==> config.mk <==
export PLATFORM = sky130hd
export DESIGN_NAME = pwm_timer_chan
export DESIGN_NICKNAME = d
export VERILOG_FILES = /design/src/rtl/pwm_timer_pkg.sv /design/src/rtl/pwm_tick_gen.sv /design/src/rtl/pwm_out_unit.sv /design/src/rtl/pwm_timer_chan.sv
export SDC_FILE = /design/constraint.sdc
export NUM_CORES = 1
export LEC_CHECK = 0
export ABC_AREA = 1
export BUFFER_PORTS_ARGS = -buffer_cell sky130_fd_sc_hd__buf_2
export CAP_MARGIN = 30
export CORE_MARGIN = 5
export CORE_UTILIZATION = 45
export DETAILED_ROUTE_END_ITERATION = 8
export PLACE_DENSITY = 0.8
export SETUP_SLACK_MARGIN = 0.1
export SLEW_MARGIN = 20
export SYNTH_ARGS = -nofsm -noshare
export SYNTH_HDL_FRONTEND = slang
export SYNTH_SLANG_ARGS = --single-unit
==> constraint.sdc <==
create_clock -name clk_i -period 1.55 [get_ports clk_i]
set_input_delay 0.0775 -clock clk_i [delete_from_list [all_inputs] [get_ports clk_i]]
set_output_delay 0.0775 -clock clk_i [all_outputs]
set_load 0.05 [all_outputs]
==> src/rtl/pwm_timer_pkg.sv <==
package pwm_timer_pkg;

    localparam int PRE_W = 5;

    typedef enum logic [2:0] {
        SRC_DIV1  = 3'd0,
        SRC_DIV2  = 3'd1,
        SRC_DIV4  = 3'd2,
        SRC_DIV8  = 3'd3,
        SRC_DIV32 = 3'd4,
        SRC_EXT   = 3'd5
    } cnt_src_e;

    typedef enum logic [1:0] {
        EDGE_RISE = 2'd0,
        EDGE_FALL = 2'd1,
        EDGE_BOTH = 2'd2
    } ext_edge_e;

endpackage

==> src/rtl/pwm_tick_gen.sv <==
module pwm_tick_gen
    import pwm_timer_pkg::*;
(
    input  logic       clk_i,
    input  logic       rst_ni,
    input  logic       run_i,
    input  logic [2:0] src_i,
    input  logic [1:0] edge_i,
    input  logic       ext_clk_i,
    output logic       tick_o
);

    typedef struct packed {
        logic [PRE_W-1:0] presc;
        logic [2:0]       sync;
    } tg_state_t;

    tg_state_t        s_d, s_q;
    logic [PRE_W-1:0] mask;
    int unsigned      shift;
    logic             rise, fall, ext_tick;

    always_comb begin
        s_d.presc = run_i ? s_q.presc + 1'b1 : '0;
        s_d.sync  = {s_q.sync[1:0], ext_clk_i};

        rise = s_q.sync[1] & ~s_q.sync[2];
        fall = ~s_q.sync[1] & s_q.sync[2];
        case (ext_edge_e'(edge_i))
            EDGE_RISE: ext_tick = rise;
            EDGE_FALL: ext_tick = fall;
            default:   ext_tick = rise | fall;
        endcase

        case (cnt_src_e'(src_i))
            SRC_DIV2:  shift = 1;
            SRC_DIV4:  shift = 2;
            SRC_DIV8:  shift = 3;
            SRC_DIV32: shift = PRE_W;
            default:   shift = 0;
        endcase
        mask = PRE_W'((32'd1 << shift) - 32'd1);

        if (cnt_src_e'(src_i) == SRC_EXT)
            tick_o = run_i & ext_tick;
        else
            tick_o = run_i & ((s_q.presc & mask) == mask);
    end

    always_ff @(posedge clk_i or negedge rst_ni) begin
        if (!rst_ni) s_q <= '0;
        else         s_q <= s_d;
    end

endmodule

==> src/rtl/pwm_out_unit.sv <==
module pwm_out_unit (
    input  logic clk_i,
    input  logic rst_ni,
    input  logic load_i,
    input  logic step_i,
    input  logic hit_end_i,
    input  logic hit_duty_i,
    input  logic init_i,
    input  logic act_i,
    input  logic en_i,
    input  logic cutoff_i,
    output logic lvl_o,
    output logic pwm_o
);

    logic lvl_d, lvl_q;

    always_comb begin
        lvl_d = lvl_q;
        if (load_i)
            lvl_d = init_i;
        else if (step_i) begin
            if (hit_end_i)       lvl_d = ~act_i;
            else if (hit_duty_i) lvl_d = act_i;
        end

        if (!en_i)         pwm_o = 1'b0;
        else if (cutoff_i) pwm_o = ~act_i;
        else               pwm_o = lvl_q;
        lvl_o = lvl_q;
    end

    always_ff @(posedge clk_i or negedge rst_ni) begin
        if (!rst_ni) lvl_q <= 1'b0;
        else         lvl_q <= lvl_d;
    end

endmodule

==> src/rtl/pwm_timer_chan.sv <==
module pwm_timer_chan #(
    parameter int CNT_W = 16,
    parameter int N_OUT = 3
) (
    input  logic               clk_i,
    input  logic               rst_ni,
    input  logic [2:0]         src_sel_i,
    input  logic               ext_clk_i,
    input  logic [1:0]         ext_edge_i,
    input  logic               start_wr_i,
    input  logic               start_val_i,
    input  logic               cont_mode_i,
    input  logic [CNT_W-1:0]   period_i,
    input  logic [N_OUT*CNT_W-1:0] duty_i,
    input  logic [N_OUT-1:0]   out_en_i,
    input  logic [N_OUT-1:0]   act_lvl_i,
    input  logic [N_OUT-1:0]   init_lvl_i,
    input  logic               cnt_wr_i,
    input  logic [CNT_W-1:0]   cnt_wdata_i,
    input  logic               cutoff_i,
    output logic [CNT_W-1:0]   cnt_o,
    output logic               running_o,
    output logic [N_OUT-1:0]   pwm_o,
    output logic [N_OUT:0]     irq_cmp_o,
    output logic               irq_ovf_o
);

    localparam int N_CMP = N_OUT + 1;
    localparam logic [CNT_W-1:0] CNT_MAX = {CNT_W{1'b1}};

    typedef struct packed {
        logic [CNT_W-1:0] cnt;
        logic             run;
        logic [N_CMP-1:0] irq_cmp;
        logic             ovf;
    } ch_state_t;

    ch_state_t        st_d, st_q;
    logic             tick, step, load_init, hit_end;
    logic [N_OUT-1:0] hit_duty;
    logic [N_OUT-1:0] lvl_q;

    pwm_tick_gen u_tick (
        .clk_i     (clk_i),
        .rst_ni    (rst_ni),
        .run_i     (st_q.run),
        .src_i     (src_sel_i),
        .edge_i    (ext_edge_i),
        .ext_clk_i (ext_clk_i),
        .tick_o    (tick)
    );

    always_comb begin
        hit_end   = (st_q.cnt == period_i);
        step      = st_q.run & tick & ~cnt_wr_i;
        load_init = start_wr_i & start_val_i & ~st_q.run;
        for (int j = 0; j < N_OUT; j++)
            hit_duty[j] = (st_q.cnt == duty_i[j*CNT_W +: CNT_W]);
    end

    always_comb begin
        st_d         = st_q;
        st_d.irq_cmp = '0;
        st_d.ovf     = 1'b0;

        if (start_wr_i) begin
            if (!start_val_i)     st_d.run = 1'b0;
            else if (!st_q.run)   st_d.run = 1'b1;
        end

        if (cnt_wr_i) begin
            st_d.cnt = cnt_wdata_i;
        end else if (step) begin
            st_d.irq_cmp = {hit_duty, hit_end};
            if (hit_end) begin
                st_d.cnt = '0;
                if (!cont_mode_i) st_d.run = 1'b0;
            end else begin
                st_d.cnt = st_q.cnt + 1'b1;
                st_d.ovf = (st_q.cnt == CNT_MAX);
            end
        end
    end

    always_ff @(posedge clk_i or negedge rst_ni) begin
        if (!rst_ni) st_q <= '0;
        else         st_q <= st_d;
    end

    for (genvar j = 0; j < N_OUT; j++) begin : g_out
        pwm_out_unit u_out (
            .clk_i      (clk_i),
            .rst_ni     (rst_ni),
            .load_i     (load_init),
            .step_i     (step),
            .hit_end_i  (hit_end),
            .hit_duty_i (hit_duty[j]),
            .init_i     (init_lvl_i[j]),
            .act_i      (act_lvl_i[j]),
            .en_i       (out_en_i[j]),
            .cutoff_i   (cutoff_i),
            .lvl_o      (lvl_q[j]),
            .pwm_o      (pwm_o[j])
        );
    end

    assign cnt_o     = st_q.cnt;
    assign running_o = st_q.run;
    assign irq_cmp_o = st_q.irq_cmp;
    assign irq_ovf_o = st_q.ovf;

endmodule

Word level (Yosys, flattened, before mapping)
Cells that the tools add are included.
Widths: inputs -> output; s select.
{"block": "classes", "n_bitwise": 17, "div_mod_pow": 0, "multipliers": 0, "order_cmp": 0, "addsub": 3, "n_reduce_logical": 9, "n_eq_ne": 12, "mux": 31, "n_shift": 1}
{"cell": "$eq 16x16->1", "count": 4}
{"cell": "$mux 16", "count": 2}
{"cell": "$mux 1", "count": 24}
{"cell": "$mux 22", "count": 1}
{"cell": "$add 16x1->16 const B", "count": 1}
{"cell": "$eq 16x16->1 const B", "count": 1}
{"cell": "$pmux 3 s4", "count": 1}
{"cell": "$reduce_bool 3->1", "count": 3}
{"cell": "$and 1x1->1", "count": 8}
{"cell": "$not 1->1", "count": 7}
{"cell": "$eq 3x2->1 const B", "count": 2}
{"cell": "$eq 3x3->1 const B", "count": 2}
{"cell": "$mux 6", "count": 1}
{"cell": "$reduce_and 2->1", "count": 3}
{"cell": "$add 5x1->5 const B", "count": 1}
{"cell": "$and 5x5->5", "count": 1}
{"cell": "$eq 5x5->1", "count": 1}
{"cell": "$mux 5", "count": 1}
{"cell": "$shl 1x3->5 const A", "count": 1}
{"cell": "$sub 5x1->5 const B", "count": 1}
{"cell": "$reduce_bool 2->1", "count": 2}
{"cell": "$eq 3x1->1 const B", "count": 1}
{"cell": "$eq 2x1->1 const B", "count": 1}
{"cell": "$logic_not 2->1", "count": 1}
{"cell": "2 further kinds", "count": 2}
{"block": "totals", "out_inout_bits": 25, "romBits": 0, "register_bits": 33, "n_memories": 0, "ramBits": 0, "latchBits": 0, "input_bits": 102}

Logic depth before layout (Yosys ltp)
{"block": "logic_depth", "depth_word": 12, "mapped_depth": 15, "mapped_depth_nobuf": 14}

Hierarchy
Synthesis repeated with hierarchy kept, for this count alone.
{"block": "unflattened", "cells_unflattened": 503, "area_unflattened_um2": 3135.5}
{"module": "pwm_timer_chan", "area_each_um2": 2378.5, "n_inst": 1, "cells_per_inst": 393}
{"module": "pwm_tick_gen", "area_each_um2": 483.0, "n_inst": 1, "cells_per_inst": 62}
{"module": "pwm_out_unit", "area_each_um2": 91.3, "n_inst": 3, "cells_per_inst": 16}

Worst setup path after synthesis
Ideal clock, no wire load.
{"block": "synth_path", "kind": "register to register", "from": "register st_q (netlist bit cnt_o[1])", "to": "register st_q (netlist bit cnt_o[13])", "period_less_slack_ns": 1.877, "slack_ns": -0.327, "stages_incl_launch_ff": 12, "arrival_ns": 1.753, "n_path_buf": 1, "required_time_ns": 1.426, "cell_sequence": "dfrtp_1 > buf_4 > nand3_1 > nor2_2 > nand3_1 > inv_2 > nand2_2 > nor2_2 > xor2_1 > inv_1 > nand2_1 > nand3_1"}
{"block": "synth_between", "elab_chain_cells": 4, "elab_cells_between_ends": 5}
{"item": "start: declaration", "line": "pwm_timer_chan.sv:38", "source": "ch_state_t st_d, st_q;"}
{"item": "start signal: assignment", "line": "pwm_timer_chan.sv:87", "source": "else st_q <= st_d;"}
{"item": "$add 16x1->16 / $eq 16x16->1 (equally long branches)", "line": "pwm_timer_chan.sv:79, pwm_timer_chan.sv:54"}
{"item": "$mux 16 (*)", "line": "pwm_timer_chan.sv:75", "source": "if (hit_end) begin"}
{"item": "$mux 22 (*)", "line": "pwm_timer_chan.sv:73", "source": "end else if (step) begin"}
{"item": "$mux 16 (*)", "line": "pwm_timer_chan.sv:71", "source": "if (cnt_wr_i) begin"}
Mark *: on every way between the ends. The rest lies on a longest branch, timed or not. The select of a mux whose other input is x is not followed.
A chain may end at the register's enable or synchronous reset.

Final worst setup path
{"block": "layout_path", "from": "register u_tick.s_q (netlist bit u_tick.s_d[2])", "to": "register st_q (netlist bit cnt_o[4])"}
{"block": "layout_between", "elab_chain_cells": 9, "elab_cells_between_ends": 10}
{"item": "start: declaration", "line": "pwm_tick_gen.sv:18", "source": "tg_state_t s_d, s_q;"}
{"item": "start signal: assignment", "line": "pwm_tick_gen.sv:51", "source": "if (!rst_ni) s_q <= '0;"}
{"item": "start signal: assignment", "line": "pwm_tick_gen.sv:52", "source": "else s_q <= s_d;"}
{"item": "$not 1->1", "line": "pwm_tick_gen.sv:28", "source": "fall = ~s_q.sync[1] & s_q.sync[2];"}
{"item": "$and 1x1->1", "line": "pwm_tick_gen.sv:28"}
{"item": "$or 1x1->1", "line": "pwm_tick_gen.sv:32", "source": "default: ext_tick = rise | fall;"}
{"item": "$pmux 1 s2 (*)", "line": "pwm_tick_gen.sv:29", "source": "case (ext_edge_e'(edge_i))"}
{"item": "$and 1x1->1 (*)", "line": "pwm_tick_gen.sv:45", "source": "tick_o = run_i & ext_tick;"}
{"item": "$mux 1 (*)", "line": "pwm_tick_gen.sv:44", "source": "if (cnt_src_e'(src_i) == SRC_EXT)"}
{"item": "$and 1x1->1 (*) (2 in series)", "line": "pwm_timer_chan.sv:55", "source": "step = st_q.run & tick & ~cnt_wr_i;"}
{"item": "$reduce_bool 2->1 (no line) (*)"}
Mark *: on every way between the ends. The rest lies on a longest branch, timed or not.

==> flow_summary_export.csv <==
group,metric,value,unit
power_and_ir_drop,p_leak,2.58,nW
clock_network,clk_path_buf_depth,2,
die,io_pins,127,
layout,multi_input_area,0.00214,sq mm
drt,wl_per_cell,12.9,microns
yosys,synth_cells,503,
yosys,synth.top_cell.area_share,0.263,
yosys,synth_area_leaders,"dfrtp_1 26%, nand2_1 22%, xnor2_1 10%",
die,rows,30,
layout,mostFrequentLayoutCells,"167 x nand2_1, 126 x buf_2, 54 x inv_1",
power_and_ir_drop,seqPwrFrac,0.340,
drt,wirelength,9.96,mm
yosys,syn-cell-area,0.00314,sq mm
die,core,0.00679,sq mm
layout,syn_to_final_growth,47.0,%
global_routing,grt_remaining_overflow,0,
clock_network,htreeDepth,2,
layout,fin_util,0.679,
timing,setup_ws,-0.162,ns
timing,setup_viol,23,
global_routing,gr-usage-all-layers,0.215,
clock_network,cts_made_buffers,5,
critical_path,slowest_delay,0.40,ns
placed_design,place.gp.congestion,0.833,
status,violations,"negative setup slack",
clock_network,clkLatencyLatePin,0.28,ns
drt,dr.pass1.iters,4,
yosys,synth_fp_nets,610,
drt,vias,3720,
critical_path,cp_data_required_time,1.76,ns
power_and_ir_drop,p_per_area,714,mW/mm^2
critical_path,critPathMaxFanout,8,
die,die_h,93.5,microns
timing,fmax,0.584,GHz
critical_path,critPathKind,"reg -> reg",
power_and_ir_drop,switching_power,1.34,mW
drt,antenna_left,0,
clock_network,numClockSinks,33,
critical_path,crit_buf_inv,2,
die,dieArea,0.00874,sq mm
yosys,yosysTopAreaCell,"dfrtp_1",
power_and_ir_drop,ir_drop,456,uV
die,die_w,93.5,microns
timing,hold_viol,0,
layout,layout.nets,780,
power_and_ir_drop,combPwrFrac,0.472,
power_and_ir_drop,clkPwrFrac,0.188,
timing,finalSetupTns,-2.89,ns
power_and_ir_drop,p_sw_frac,0.408,
status,status,"finished with violations",
yosys,seq_area_frac_synth,0.263,
critical_path,cp-end-kind,"register",
layout,seqCellArea,847,sq um
run,drv_cap,0,
global_routing,grt_pass1_wl,15.3,mm
min_path,worst_hold_path_type,"in -> reg",
timing,grt_setup_unrepaired,"yes",
layout,drive_gt1_frac,0.438,
yosys,synth_warnings,0,
critical_path,arrival,1.92,ns
die,initial_core_util,0.462,
critical_path,critPathSlowestCell,"dfrtp_1",
timing,slew_violations,0,
placed_design,port_buffers,126,
drt,drtIter0Drc,130,
layout,layout_commonest_cell,"nand2_1",
layout,antennaDiodeCount,0,
timing,slew_headroom,0.508,
timing,fin_crit_sh,1.10,
drt,vias_per_cell,4.83,
timing,clock_skew,0.00704,ns
clock_network,cts_root_buf,"clkbuf_8",
layout,instances_no_fill,770,
placed_design,place_hpwl,7.68,mm
placed_design,dp.cells,747,
drt,post-route-drc-count,0,
critical_path,critPathLaunchType,"register",
critical_path,crit_chain,"ha_2 -> o21ai_1 -> a21oi_1 -> nor2_2 -> nor2_4 -> buf_6 -> a21oi_4 -> clkbuf_16 -> nand2_1 -> nand3_1",
clock_network,cts.reportedPaths.clkPinSlew,0.07,ns
global_routing,antenna_found_initial,0,
yosys,ys_seq_elements,33,
yosys,syn_area_per_cell,6.23,sq um
yosys,ys_types,31,
global_routing,grt_pass1_vias,3636,
critical_path,crit_family,"flip-flops",
timing,layout_min_cycle_time,1.71,ns
global_routing,grt_max_degree,34,
power_and_ir_drop,p_int,1.95,mW
timing,tightest_slew,0.737,ns
layout,num-fill-cells,561,
clock_network,cts_tree,"built",
==> synth_stat cells, drive strengths merged <==
cell type  instances
nor3               5
inv               76
or2                4
nand4              7
nor2              55
a21oi             10
nor4               1
o211ai             1
xnor2             37
o21ai             11
o211a              3
nand3             37
and3               1
clkbuf             2
buf               20
dfrtp             33
xor2               6
nand2            189
ha                 5
==> final timing paths <==
path                                         startpoint                 endpoint  slack, ns  cells past startpoint
worst min register to register  u_tick.s_d[1]$_DFF_PN0_  u_tick.s_d[2]$_DFF_PN0_       0.36                      0
max in group asynchronous                        rst_ni      running_o$_DFF_PN0_       0.63                      2
worst max register to register  u_tick.s_d[2]$_DFF_PN0_     cnt_o[4]$_DFFE_PN0P_      -0.16                     10
worst min-delay path                    cnt_wdata_i[12]    cnt_o[12]$_DFFE_PN0P_       0.01                      3
worst max-delay path            u_tick.s_d[2]$_DFF_PN0_     cnt_o[4]$_DFFE_PN0P_      -0.16                     10
min in group asynchronous                        rst_ni     cnt_o[9]$_DFFE_PN0P_       0.40                      2
==> per-layer routing <==
| layer | GRT usage | routed length (microns) | vias up | share of wire |
|---|---|---|---|---|
| met5 | 0 | 0 | - | 0 |
| met4 | 0.0501 | 162 | 0 | 0.016 |
| met3 | 0.0394 | 799 | 18 | 0.080 |
| met2 | 0.407 | 5240 | 154 | 0.53 |
| met1 | 0.248 | 3750 | 1687 | 0.38 |
| li1 | - | - | 1861 | - |
==> metrics by stage <==
stage	power (mW)	worst slack (ns)	hold slack, ns	area, sq um
2_1_floorplan	2.08	-0.0999	-0.218	3260
3_3_place_gp	2.47	-0.196	0.176	4140
3_5_place_dp	2.51	-0.286	0.175	4140
4_1_cts	3.13	-0.186	0.0114	4260
5_1_grt	3.50	-0.287	0.0398	4610
6_report	3.29	-0.162	0.0124	4610
==> registers in the layout, summed over array words and instances, names as in the netlist <==
register,count
cnt_o,16
irq_ovf_o,1
u_tick.s_d,2
u_tick.s_q,6
g_out.u_out.lvl_o,3
irq_cmp_o,4
running_o,1
==> what timing repair did <==
item,4_1_cts,5_1_grt
hold endpoints to repair,34,0
buffers inserted,1,9
resized for setup,3,62
pin swaps,6,31
gates cloned,1,2
hold buffers,2,0
setup endpoints to repair,25,25
==> worst min-delay path: cells and delay by family <==
family / cells / cell delay (ns)
buffers and inverters: 1 / 0.07
and+or+nand+nor: 2 / 0.11
==> layout make-up <==
class | instances | share of cell area
clock buffers | 7 | 0.0166
clock inverters | 1 | 0.00109
inverters | 76 | 0.0635
multi-input cells | 374 | 0.465
flip-flops and latches | 33 | 0.184
well taps | 96 | 0.0261
repair buffers | 183 | 0.244
==> power groups by stage <==
stage               Sequential (mW)  Clock [mW]  Combinational [mW]
floorplan                      1.23           0               0.849
global placement               1.13           0                1.34
detailed placement             1.13           0                1.38
CTS                            1.12       0.617                1.39
global route                   1.14       0.659                1.71
finish                         1.12       0.618                1.56
==> cell families after synthesis <==
family | count (synthesis) | share of synthesized area
AND/OR/NAND/NOR | 299 | 0.407
AO/OA/AOI/OAI | 25 | 0.0491
flip-flops | 33 | 0.263
XOR/XNOR | 43 | 0.120
adder cells (fa/ha/maj) | 5 | 0.0200
buffers and inverters | 98 | 0.141
(Power assumes the default switching activity.)
